## src/rtl/pmc_pkg.sv

```systemverilog
package pmc_pkg;

    localparam int LLW = 2;
    localparam int RSW = 2;
    localparam int SSW = 3;

    typedef enum logic [2:0] {
        M_RUN  = 3'd0,
        M_WAIT = 3'd1,
        M_STOP = 3'd2,
        M_VLPR = 3'd3,
        M_VLPW = 3'd4,
        M_VLPS = 3'd5,
        M_VLLS = 3'd6
    } mode_e;

    localparam logic [RSW-1:0] RS_NORMAL = 2'b00;
    localparam logic [RSW-1:0] RS_LOWPWR = 2'b10;
    localparam logic [SSW-1:0] SS_STOP   = 3'b000;
    localparam logic [SSW-1:0] SS_LPSTOP = 3'b010;
    localparam logic [SSW-1:0] SS_LEAK   = 3'b100;

    typedef struct packed {
        mode_e          mode;
        logic           from_run;
        logic [LLW-1:0] variant;
        logic           chg;
    } state_t;

endpackage

```

## src/rtl/pmc_prot_reg.sv

```systemverilog
module pmc_prot_reg (
    input  logic       clk,
    input  logic       rst_n,
    input  logic       wr,
    input  logic [1:0] wdata,
    output logic [1:0] prot
);
    typedef struct packed {
        logic [1:0] bits;
        logic       locked;
    } prot_t;

    prot_t reg_d, reg_q;

    always_comb begin
        reg_d = reg_q;
        if (wr && !reg_q.locked) begin
            reg_d.bits   = wdata;
            reg_d.locked = 1'b1;
        end
    end

    always_ff @(posedge clk or negedge rst_n) begin
        if (!rst_n) reg_q <= '0;
        else        reg_q <= reg_d;
    end

    assign prot = reg_q.bits;

    AST_PROT_WRITE_ONCE: assert property (@(posedge clk) disable iff (!rst_n)
        (reg_q.locked && wr) |=> $stable(prot));

endmodule

```

## src/rtl/pmc_ctrl_reg.sv

```systemverilog
module pmc_ctrl_reg
    import pmc_pkg::*;
(
    input  logic           clk,
    input  logic           rst_n,
    input  logic           wr,
    input  logic [RSW-1:0] run_in,
    input  logic [SSW-1:0] stop_in,
    input  logic [LLW-1:0] leak_in,
    output logic [RSW-1:0] run_q,
    output logic [SSW-1:0] stop_q,
    output logic [LLW-1:0] leak_q
);
    typedef struct packed {
        logic [RSW-1:0] run;
        logic [SSW-1:0] stop;
        logic [LLW-1:0] leak;
    } fields_t;

    fields_t f_d, f_q;

    always_comb begin
        f_d = f_q;
        if (wr) begin
            f_d.run  = run_in;
            f_d.stop = stop_in;
            f_d.leak = leak_in;
        end
    end

    always_ff @(posedge clk or negedge rst_n) begin
        if (!rst_n) f_q <= '0;
        else        f_q <= f_d;
    end

    assign run_q  = f_q.run;
    assign stop_q = f_q.stop;
    assign leak_q = f_q.leak;

endmodule

```

## src/rtl/pmc_next_mode.sv

```systemverilog
module pmc_next_mode
    import pmc_pkg::*;
(
    input  mode_e          cur,
    input  logic           cur_from_run,
    input  logic           allow_lp,
    input  logic           allow_leak,
    input  logic           wr,
    input  logic [RSW-1:0] wr_run,
    input  logic [RSW-1:0] run_q,
    input  logic [SSW-1:0] stop_q,
    input  logic           sleep_req,
    input  logic           sleep_deep,
    input  logic           irq,
    input  logic           wake_evt,
    input  logic           pin_rst,
    output mode_e          nxt,
    output logic           nxt_from_run,
    output logic           load_variant
);
    always_comb begin
        nxt          = cur;
        nxt_from_run = cur_from_run;
        load_variant = 1'b0;
        if (pin_rst) begin
            nxt          = M_RUN;
            nxt_from_run = 1'b0;
        end else begin
            case (cur)
                M_RUN: begin
                    if (wr) begin
                        if (wr_run == RS_LOWPWR && allow_lp) nxt = M_VLPR;
                    end else if (sleep_req) begin
                        if (!sleep_deep) begin
                            nxt = M_WAIT;
                        end else if (stop_q == SS_STOP && run_q == RS_NORMAL) begin
                            nxt = M_STOP;
                        end else if (stop_q == SS_LPSTOP && allow_lp) begin
                            nxt          = M_VLPS;
                            nxt_from_run = 1'b1;
                        end else if (stop_q == SS_LEAK && allow_leak) begin
                            nxt          = M_VLLS;
                            load_variant = 1'b1;
                        end
                    end
                end
                M_WAIT, M_STOP: begin
                    if (irq) nxt = M_RUN;
                end
                M_VLPR: begin
                    if (wr) begin
                        if (wr_run == RS_NORMAL) nxt = M_RUN;
                    end else if (sleep_req) begin
                        if (!sleep_deep) begin
                            nxt = M_VLPW;
                        end else if (stop_q == SS_STOP || stop_q == SS_LPSTOP) begin
                            nxt          = M_VLPS;
                            nxt_from_run = 1'b0;
                        end else if (stop_q == SS_LEAK && allow_leak) begin
                            nxt          = M_VLLS;
                            load_variant = 1'b1;
                        end
                    end
                end
                M_VLPW: begin
                    if (irq) nxt = M_VLPR;
                end
                M_VLPS: begin
                    if (irq) begin
                        nxt          = cur_from_run ? M_RUN : M_VLPR;
                        nxt_from_run = 1'b0;
                    end
                end
                M_VLLS: begin
                    if (wake_evt) nxt = M_RUN;
                end
                default: nxt = M_RUN;
            endcase
        end
    end

endmodule

```

## src/rtl/pmc_mode_ctrl.sv

```systemverilog
module pmc_mode_ctrl
    import pmc_pkg::*;
(
    input  logic           clk,
    input  logic           rst_n,
    input  logic           prot_wr,
    input  logic [1:0]     prot_wdata,
    output logic [1:0]     prot_rd,
    input  logic           ctrl_wr,
    input  logic [RSW-1:0] ctrl_run_sel,
    input  logic [SSW-1:0] ctrl_stop_sel,
    input  logic [LLW-1:0] ctrl_leak_sel,
    input  logic           sleep_req,
    input  logic           sleep_deep,
    input  logic           irq,
    input  logic           wake_evt,
    input  logic           pin_rst,
    output logic [2:0]     mode_code,
    output logic           mode_chg,
    output logic [LLW-1:0] leak_variant
);
    logic [1:0]     prot;
    logic [RSW-1:0] run_q;
    logic [SSW-1:0] stop_q;
    logic [LLW-1:0] leak_q;
    mode_e          nxt;
    logic           nxt_from_run;
    logic           load_variant;
    state_t         st_d, st_q;

    pmc_prot_reg u_prot (
        .clk   (clk),
        .rst_n (rst_n),
        .wr    (prot_wr),
        .wdata (prot_wdata),
        .prot  (prot)
    );

    pmc_ctrl_reg u_ctrl (
        .clk     (clk),
        .rst_n   (rst_n),
        .wr      (ctrl_wr),
        .run_in  (ctrl_run_sel),
        .stop_in (ctrl_stop_sel),
        .leak_in (ctrl_leak_sel),
        .run_q   (run_q),
        .stop_q  (stop_q),
        .leak_q  (leak_q)
    );

    pmc_next_mode u_next (
        .cur          (st_q.mode),
        .cur_from_run (st_q.from_run),
        .allow_lp     (prot[0]),
        .allow_leak   (prot[1]),
        .wr           (ctrl_wr),
        .wr_run       (ctrl_run_sel),
        .run_q        (run_q),
        .stop_q       (stop_q),
        .sleep_req    (sleep_req),
        .sleep_deep   (sleep_deep),
        .irq          (irq),
        .wake_evt     (wake_evt),
        .pin_rst      (pin_rst),
        .nxt          (nxt),
        .nxt_from_run (nxt_from_run),
        .load_variant (load_variant)
    );

    always_comb begin
        st_d          = st_q;
        st_d.mode     = nxt;
        st_d.from_run = nxt_from_run;
        st_d.chg      = (nxt != st_q.mode);
        if (load_variant) st_d.variant = leak_q;
    end

    always_ff @(posedge clk or negedge rst_n) begin
        if (!rst_n) st_q <= '{mode: M_RUN, from_run: 1'b0, variant: '0, chg: 1'b0};
        else        st_q <= st_d;
    end

    assign prot_rd      = prot;
    assign mode_code    = st_q.mode;
    assign mode_chg     = st_q.chg;
    assign leak_variant = st_q.variant;

    AST_PIN_RST_TO_RUN: assert property (@(posedge clk) disable iff (!rst_n)
        pin_rst |=> (mode_code == 3'd0));

    AST_LEAK_IGNORES_IRQ: assert property (@(posedge clk) disable iff (!rst_n)
        (mode_code == 3'd6 && irq && !wake_evt && !pin_rst) |=> (mode_code == 3'd6));

    AST_LEAK_WAKE_EXIT: assert property (@(posedge clk) disable iff (!rst_n)
        (mode_code == 3'd6 && wake_evt && !pin_rst) |=> (mode_code == 3'd0));

    AST_DIRECT_LPSTOP_EXIT: assert property (@(posedge clk) disable iff (!rst_n)
        (mode_code == 3'd5 && st_q.from_run && irq && !pin_rst) |=> (mode_code == 3'd0));

    AST_LPRUN_NEEDS_PERMIT: assert property (@(posedge clk) disable iff (!rst_n)
        (mode_code == 3'd3 && $past(mode_code) == 3'd0) |-> $past(prot_rd[0]));

    AST_LEAK_NEEDS_PERMIT: assert property (@(posedge clk) disable iff (!rst_n)
        $rose(mode_code == 3'd6) |-> $past(prot_rd[1]));

    AST_CHG_MEANS_NEW_MODE: assert property (@(posedge clk) disable iff (!rst_n)
        mode_chg |-> (mode_code != $past(mode_code)));

    AST_NO_CHG_MEANS_STABLE: assert property (@(posedge clk) disable iff (!rst_n)
        !mode_chg |-> $stable(mode_code));

    AST_MODE_CODE_LEGAL: assert property (@(posedge clk) disable iff (!rst_n)
        mode_code != 3'd7);

endmodule

```

## config.mk

```make
export PLATFORM = sky130hd
export DESIGN_NAME = pmc_mode_ctrl
export DESIGN_NICKNAME = d
export VERILOG_FILES = /design/src/rtl/pmc_pkg.sv /design/src/rtl/pmc_prot_reg.sv /design/src/rtl/pmc_ctrl_reg.sv /design/src/rtl/pmc_next_mode.sv /design/src/rtl/pmc_mode_ctrl.sv
export SDC_FILE = /design/constraint.sdc
export NUM_CORES = 1
export LEC_CHECK = 0
export ABC_AREA = 1
export CORE_MARGIN = 2
export CORE_UTILIZATION = 25
export CTS_CLUSTER_SIZE = 24
export DETAILED_ROUTE_END_ITERATION = 12
export DONT_BUFFER_PORTS = 1
export PLACE_DENSITY = 0.36
export SLEW_MARGIN = 20
export SYNTH_ARGS = -nofsm -noshare
export SYNTH_HDL_FRONTEND = slang
export SYNTH_SLANG_ARGS = --single-unit
```

## constraint.sdc

```tcl
create_clock -name clk -period 1.5 [get_ports clk]
set_input_delay 0.375 -clock clk [delete_from_list [all_inputs] [get_ports clk]]
set_output_delay 0.375 -clock clk [all_outputs]
set_load 0.005 [all_outputs]
```

==> results.yml, run 1 <==
outcome:
  status: "complete, but fails checks"
  violations: "setup timing"
floorplanning:
  rows: 23
  core_um2: 4060
  die_h_um: 69.6
  die_x_um: 69.6
  num_io_pins: 26
  fp.dieArea_um2: 4840
  start_util: 0.265
yosys:
  synth_area_um2: 1070
  synth-seq-cells: 17
  netlist_instances: 151
  synth.top_cells.by_area: "dfrtp_1, nand2_1, inv_1"
  synth.yosys.seq_area_share: 0.396
  synth_cell_types: 28
  ys_warn_count: 0
  synth_nets: 169
  synth_top_area_cell: "dfrtp_1"
  synth.top_cell.area_share: 0.396
  avgSynthCellArea_um2: 7.12
final_layout:
  multi_input_area_um2: 628
  n_fill_cell: 442
  final_nets: 194
  layout-drive-gt1-share: 0.406
  antennaDiodeCount: 0
  final_cells: 225
  final_area_um2: 1450
  regArea_um2: 429
  areaGrowthSynthToFinish_pct: 34.9
global_route:
  antenna_found_initial: 0
  grt_max_degree: 19
  overflow: 0
  first_global_vias: 1009
  grt_pass1_wl_mm: 4.94
  grt_use_total: 0.131
worst_setup_path:
  startpoint_type: "register"
  crit_fanout: 7
  arrival_ns: 1.65
  end_kind: "register"
  worst_path_most_repeated_cell: "nand2_1"
  path_cells: "buf_6, buf_4, a21oi_2, a21oi_1, nor2_1, nand2_2, nand2_2, nand2_1, nand2_1, nand2_1"
  worstSetupPathType: "register to register"
  required_ns: 1.65
  slowest_stage: "dfrtp_2"
  cpPeakStageDelay_ns: 0.49
power_and_ir_drop:
  power_frac_comb: 0.227
  power_frac_seq: 0.466
  intPower_w: 0.000800
  ir_worst_vdd_v: 0.000499
  p_switching_w: 0.000338
  p_leak_nw: 0.719
  power.density_nw_per_um2: 785
  power.share.clock: 0.307
  p_sw_frac: 0.297
clock_network:
  clock-sinks: 17
  cts_tree: "done"
  clk_path_buf_depth: 2
  cts_root_buffer: "clkbuf_8"
  path_clk_slew_ns: 0.07
  h-tree-depth: 1
  clk_latency_ns: 0.25
  numCtsBuffers: 3
place:
  place_inst: 213
  placed_cell_area_um2: 1230
  hpwl_mm: 2.36
  place_congestion: 0.830
  io_buffers: 0
drt:
  via_count: 1029
  wirelength_mm: 3.05
  vias_per_cell: 4.57
  drtPass1Iterations: 4
  detail_route.wl_per_cell_um: 13.5
  drt-initial-drc-count: 33
  drc_errors: 0
  ant_nets: 0
timing:
  fin_crit_ns: 1.50
  timing.fmax_mhz: 667
  relSlewSlack: 0.468
  setup_viol: 1
  report.final.slew_viol_count: 0
  setup_ws_ns: -0.000213
  setup-tns-final_ns: -0.000213
  fin_crit_sh: 1.00
  worst_pin_slew_ns: 0.795
  finClkSkew_ns: 0.00137
  rsz0062_at_grt: "yes"
  hold_viol_final: 0
run:
  drv_cap: 0
hold_path:
  hold_path.class: "input port to register"
==> power by group through the flow <==
| stage | logic [W] | registers, W | clock network [W] |
|---|---|---|---|
| after floorplan | 0.000133 | 0.000520 | 0 |
| after global placement | 0.000186 | 0.000532 | 0 |
| after detailed placement | 0.000186 | 0.000533 | 0 |
| after CTS | 0.000223 | 0.000529 | 0.000369 |
| after global routing | 0.000290 | 0.000534 | 0.000383 |
| final | 0.000258 | 0.000530 | 0.000350 |
==> area by class of cell <==
| cell class | instances | share of cell area |
|---|---|---|
| clock buffers | 3 | 0.0285 |
| well taps | 50 | 0.0431 |
| flip-flops and latches | 17 | 0.296 |
| clock inverters | 1 | 0.00345 |
| repair buffers | 25 | 0.142 |
| inverters | 20 | 0.0544 |
| multi-input cells | 109 | 0.433 |
==> logic make-up (layout without fill, tap and decap cells) <==
group	Yosys count	count (layout)	synth area share
mux	2	2	0.0210
simple gates	84	84	0.360
flops	17	17	0.396
compound gates	23	23	0.121
buf+inv	25	49	0.102
==> sequential cells by signal (all words and copies together) (netlist names) <==
register and count:
u_ctrl.run_q 2, mode_code 3, leak_variant 2, st_q 1
u_ctrl.leak_q 2, u_prot.reg_q 1, u_ctrl.stop_q 3, mode_chg 1
u_prot.prot 2
==> layout by cell type (no fill, tap or decap) <==
master and instances:
nor2_1 11, nor3_2 1, nand2_4 1, nand4_1 5, buf_6 4, nand2_1 34
dlygate4sd3_1 1, nand3_2 3, a21oi_2 5, clkinv_2 2, o21ai_2 3, a21oi_1 3
inv_4 1, o21ai_0 8, dfrtp_2 3, mux2_2 2, nor2_4 4, nor3_4 1
nor3_1 1, a31oi_1 1, o22a_1 1, dfrtp_1 14, o211ai_1 1, inv_1 14
o21ai_1 1, nand3b_1 1, nand2_2 11, inv_2 4, nand3_1 8, clkbuf_8 3
or2_2 1, buf_4 20, nor2_2 2
==> what timing repair did <==
item | CTS | global route
pin swaps | 11 | 19
gates cloned | 0 | 0
setup endpoints to repair | 3 | 5
hold buffers | 1 | 0
gates resized for setup | 18 | 22
endpoints found under the hold margin | 17 | 0
buffers inserted | 2 | 5
==> metal layers <==
metal	up-vias	wire (um)	track usage	share of wire
met5	-	0	0	0
met4	0	17	0.0327	0.0056
met3	2	165	0.0436	0.054
met2	20	1520	0.224	0.50
met1	471	1340	0.157	0.44
li1	536	-	-	-
==> final timing paths <==
kind,start,endpoint,slack [ns],depth (start not counted)
setup / recovery,mode_code[0],mode_chg,-0.0002,10
hold / removal,pin_rst,mode_code[1],0.18,1
setup reg to reg,mode_code[0],mode_chg,-0.0002,10
hold reg to reg,u_prot.reg_q[0],u_prot.reg_q[0],0.48,2
max in group asynchronous,rst_n,u_ctrl.stop_q[0],0.31,1
min in group asynchronous,rst_n,mode_code[2],0.65,1
==> cells in the mapped netlist (all sizes together) <==
cell / number
a21oi: 8
a31oi: 1
buf: 4
clkbuf: 1
clkinv: 1
dfrtp: 17
inv: 19
mux2: 2
nand2: 46
nand3: 11
nand3b: 1
nand4: 5
nor2: 17
nor3: 3
o211ai: 1
o21ai: 12
o22a: 1
or2: 1
==> stage by stage <==
step | util | setup slack (ns) | total power, W | hold WS, ns
after floorplan | - | 0.128 | 0.000653 | 0.0794
after CTS | 0.334 | 0.00237 | 0.00112 | 0.168
final | 0.357 | -0.000213 | 0.00114 | 0.178
after detailed placement | 0.303 | -0.143 | 0.000718 | 0.0799
after global routing | 0.357 | -0.0902 | 0.00121 | 0.167
after global placement | 0.303 | -0.155 | 0.000718 | 0.0799
==> worst max-delay path: cells and delay by family (launching register included) <==
kind | cells | cell delay, ns
flip-flops | 1 | 0.49
buffers and inverters | 2 | 0.28
AO/OA/AOI/OAI | 2 | 0.21
AND/OR/NAND/NOR | 6 | 0.41
No activity file was read; power rests on OpenSTA's default activity.
==> run 2, diff against run 1 <==
Settings changed: MAX_ROUTING_LAYER set to met4.
==> run 2 against run 1 <==
The flow still finishes with violations (setup timing). Sequential share of layout area unchanged. Total power increased by 0.17%. Wire length unchanged. Clock-buffer cell count unchanged. Final cell count unchanged. Die area unchanged. Flip-flop and latch count unchanged. Utilization unchanged. Clock skew increased by 0.0013 ns. Global-route usage increased by 0.37 points. Largest cell class unchanged.
==> results.yml, run 2 (synthesis results as in run 1) <==
drt:
  wirelength_mm: 3.05
  vias_per_cell: 4.58
  ant_nets: 0
  detail_route.wl_per_cell_um: 13.5
  drt-initial-drc-count: 32
  via_count: 1030
  drc_errors: 0
  drtPass1Iterations: 4
floorplanning:
  die_h_um: 69.6
  num_io_pins: 26
  rows: 23
  fp.dieArea_um2: 4840
  start_util: 0.265
  die_x_um: 69.6
  core_um2: 4060
power_and_ir_drop:
  power_frac_seq: 0.465
  intPower_w: 0.000800
  p_leak_nw: 0.719
  ir_worst_vdd_v: 0.000499
  power_frac_comb: 0.226
  p_switching_w: 0.000340
  power.density_nw_per_um2: 786
  power.share.clock: 0.308
  p_sw_frac: 0.298
worst_setup_path:
  path_cells: "buf_6, buf_4, a21oi_2, a21oi_1, nor2_1, nand2_2, nand2_2, nand2_1, nand2_1, nand2_1"
  crit_fanout: 7
  startpoint_type: "register"
  arrival_ns: 1.65
  setup.worst_path.start: "mode_code[0]"
  slowest_stage: "dfrtp_2"
  worstSetupPathType: "register to register"
  end_kind: "register"
  reg2reg_from: "mode_code[0]"
  cpPeakStageDelay_ns: 0.49
  required_ns: 1.65
  worst_path_most_repeated_cell: "nand2_1"
  reg2reg_slack_ns: -0.0007
timing:
  worst_pin_slew_ns: 0.802
  setup-tns-final_ns: -0.000706
  fin_crit_sh: 1.00
  setup_viol: 1
  report.final.slew_viol_count: 0
  hold_viol_final: 0
  rsz0062_at_grt: "yes"
  relSlewSlack: 0.463
  timing.fmax_mhz: 666
  fin_crit_ns: 1.50
  finClkSkew_ns: 0.00266
  setup_ws_ns: -0.000706
final_layout:
  antennaDiodeCount: 0
  final_cells: 225
  layout_commonest_cell: "nand2_1"
  layout_common_cells: "nand2_1, buf_4, inv_1, dfrtp_1"
  areaGrowthSynthToFinish_pct: 34.9
  final_nets: 194
  n_fill_cell: 442
  layout-drive-gt1-share: 0.406
global_route:
  overflow: 0
  grt_max_degree: 19
  antenna_found_initial: 0
  grt_pass1_wl_mm: 4.94
  grt_use_total: 0.135
  first_global_vias: 1011
run:
  drv_cap: 0
clock_network:
  cts_root_buffer: "clkbuf_8"
  path_clk_slew_ns: 0.07
  clk_latency_ns: 0.25
  cts_tree: "done"
  numCtsBuffers: 3
  h-tree-depth: 1
  clk_path_buf_depth: 2
  clock-sinks: 17
place:
  place_congestion: 0.842
  hpwl_mm: 2.36
  post-place-ws_ns: -0.143
  io_buffers: 0
  place_inst: 213
outcome:
  violations: "setup timing"
  status: "complete, but fails checks"
hold_path:
  hold_path.class: "input port to register"
  holdCritStartpoint: "pin_rst"
## run 2: through the flow
step	power [W]	area [um2]	util	hold slack, ns
2_1_floorplan	0.000653	1070	-	0.0794
3_3_place_gp	0.000718	1230	0.303	0.0799
3_5_place_dp	0.000718	1230	0.303	0.0799
4_1_cts	0.00112	1360	0.334	0.168
5_1_grt	0.00121	1450	0.357	0.167
6_report	0.00114	1450	0.357	0.176
## run 2: cell type report
type | count | area (um2) | area share
multi-input cells | 109 | 628 | 0.433
flip-flops and latches | 17 | 429 | 0.296
repair buffers | 25 | 205 | 0.142
inverters | 20 | 78.8 | 0.0544
well taps | 50 | 62.6 | 0.0431
clock buffers | 3 | 41.3 | 0.0285
clock inverters | 1 | 5.00 | 0.00345
## run 2: final timing paths
check,end,cells after the start
max,mode_chg,10
min,mode_code[1],1
max reg2reg,mode_chg,10
min reg2reg,u_prot.reg_q[0],2
max in group asynchronous,u_ctrl.stop_q[0],1
min in group asynchronous,mode_code[2],1
## run 2: power by group through the flow
stage                     Combinational, W  Clock [W]  Sequential [W]
after floorplan                   0.000133          0        0.000520
after global placement            0.000186          0        0.000532
after detailed placement          0.000186          0        0.000533
after CTS                         0.000223   0.000369        0.000529
after global routing              0.000290   0.000383        0.000534
final                             0.000258   0.000352        0.000530
## run 2: repair_timing
| item | 4_1_cts | 5_1_grt |
|---|---|---|
| endpoints found under the hold margin | 17 | 0 |
| cloned | 0 | 0 |
| hold buffers | 1 | 0 |
| setup endpoints to repair | 3 | 5 |
| buffers inserted | 2 | 5 |
| pin swaps | 11 | 19 |
| gates resized for setup | 18 | 22 |
## run 2: critical path, delay by kind of cell, from the launching register on
family | cells | cell delay (ns)
buf+inv | 2 | 0.28
compound gates | 2 | 0.21
simple gates | 6 | 0.41
flops | 1 | 0.49
## run 2: layer usage
layer	up-vias	track usage	wire, um
met2	22	0.224	1530
li1	536	-	-
met5	-	-	0
met3	2	0.0407	155
met4	0	0.0327	17
met1	470	0.159	1340
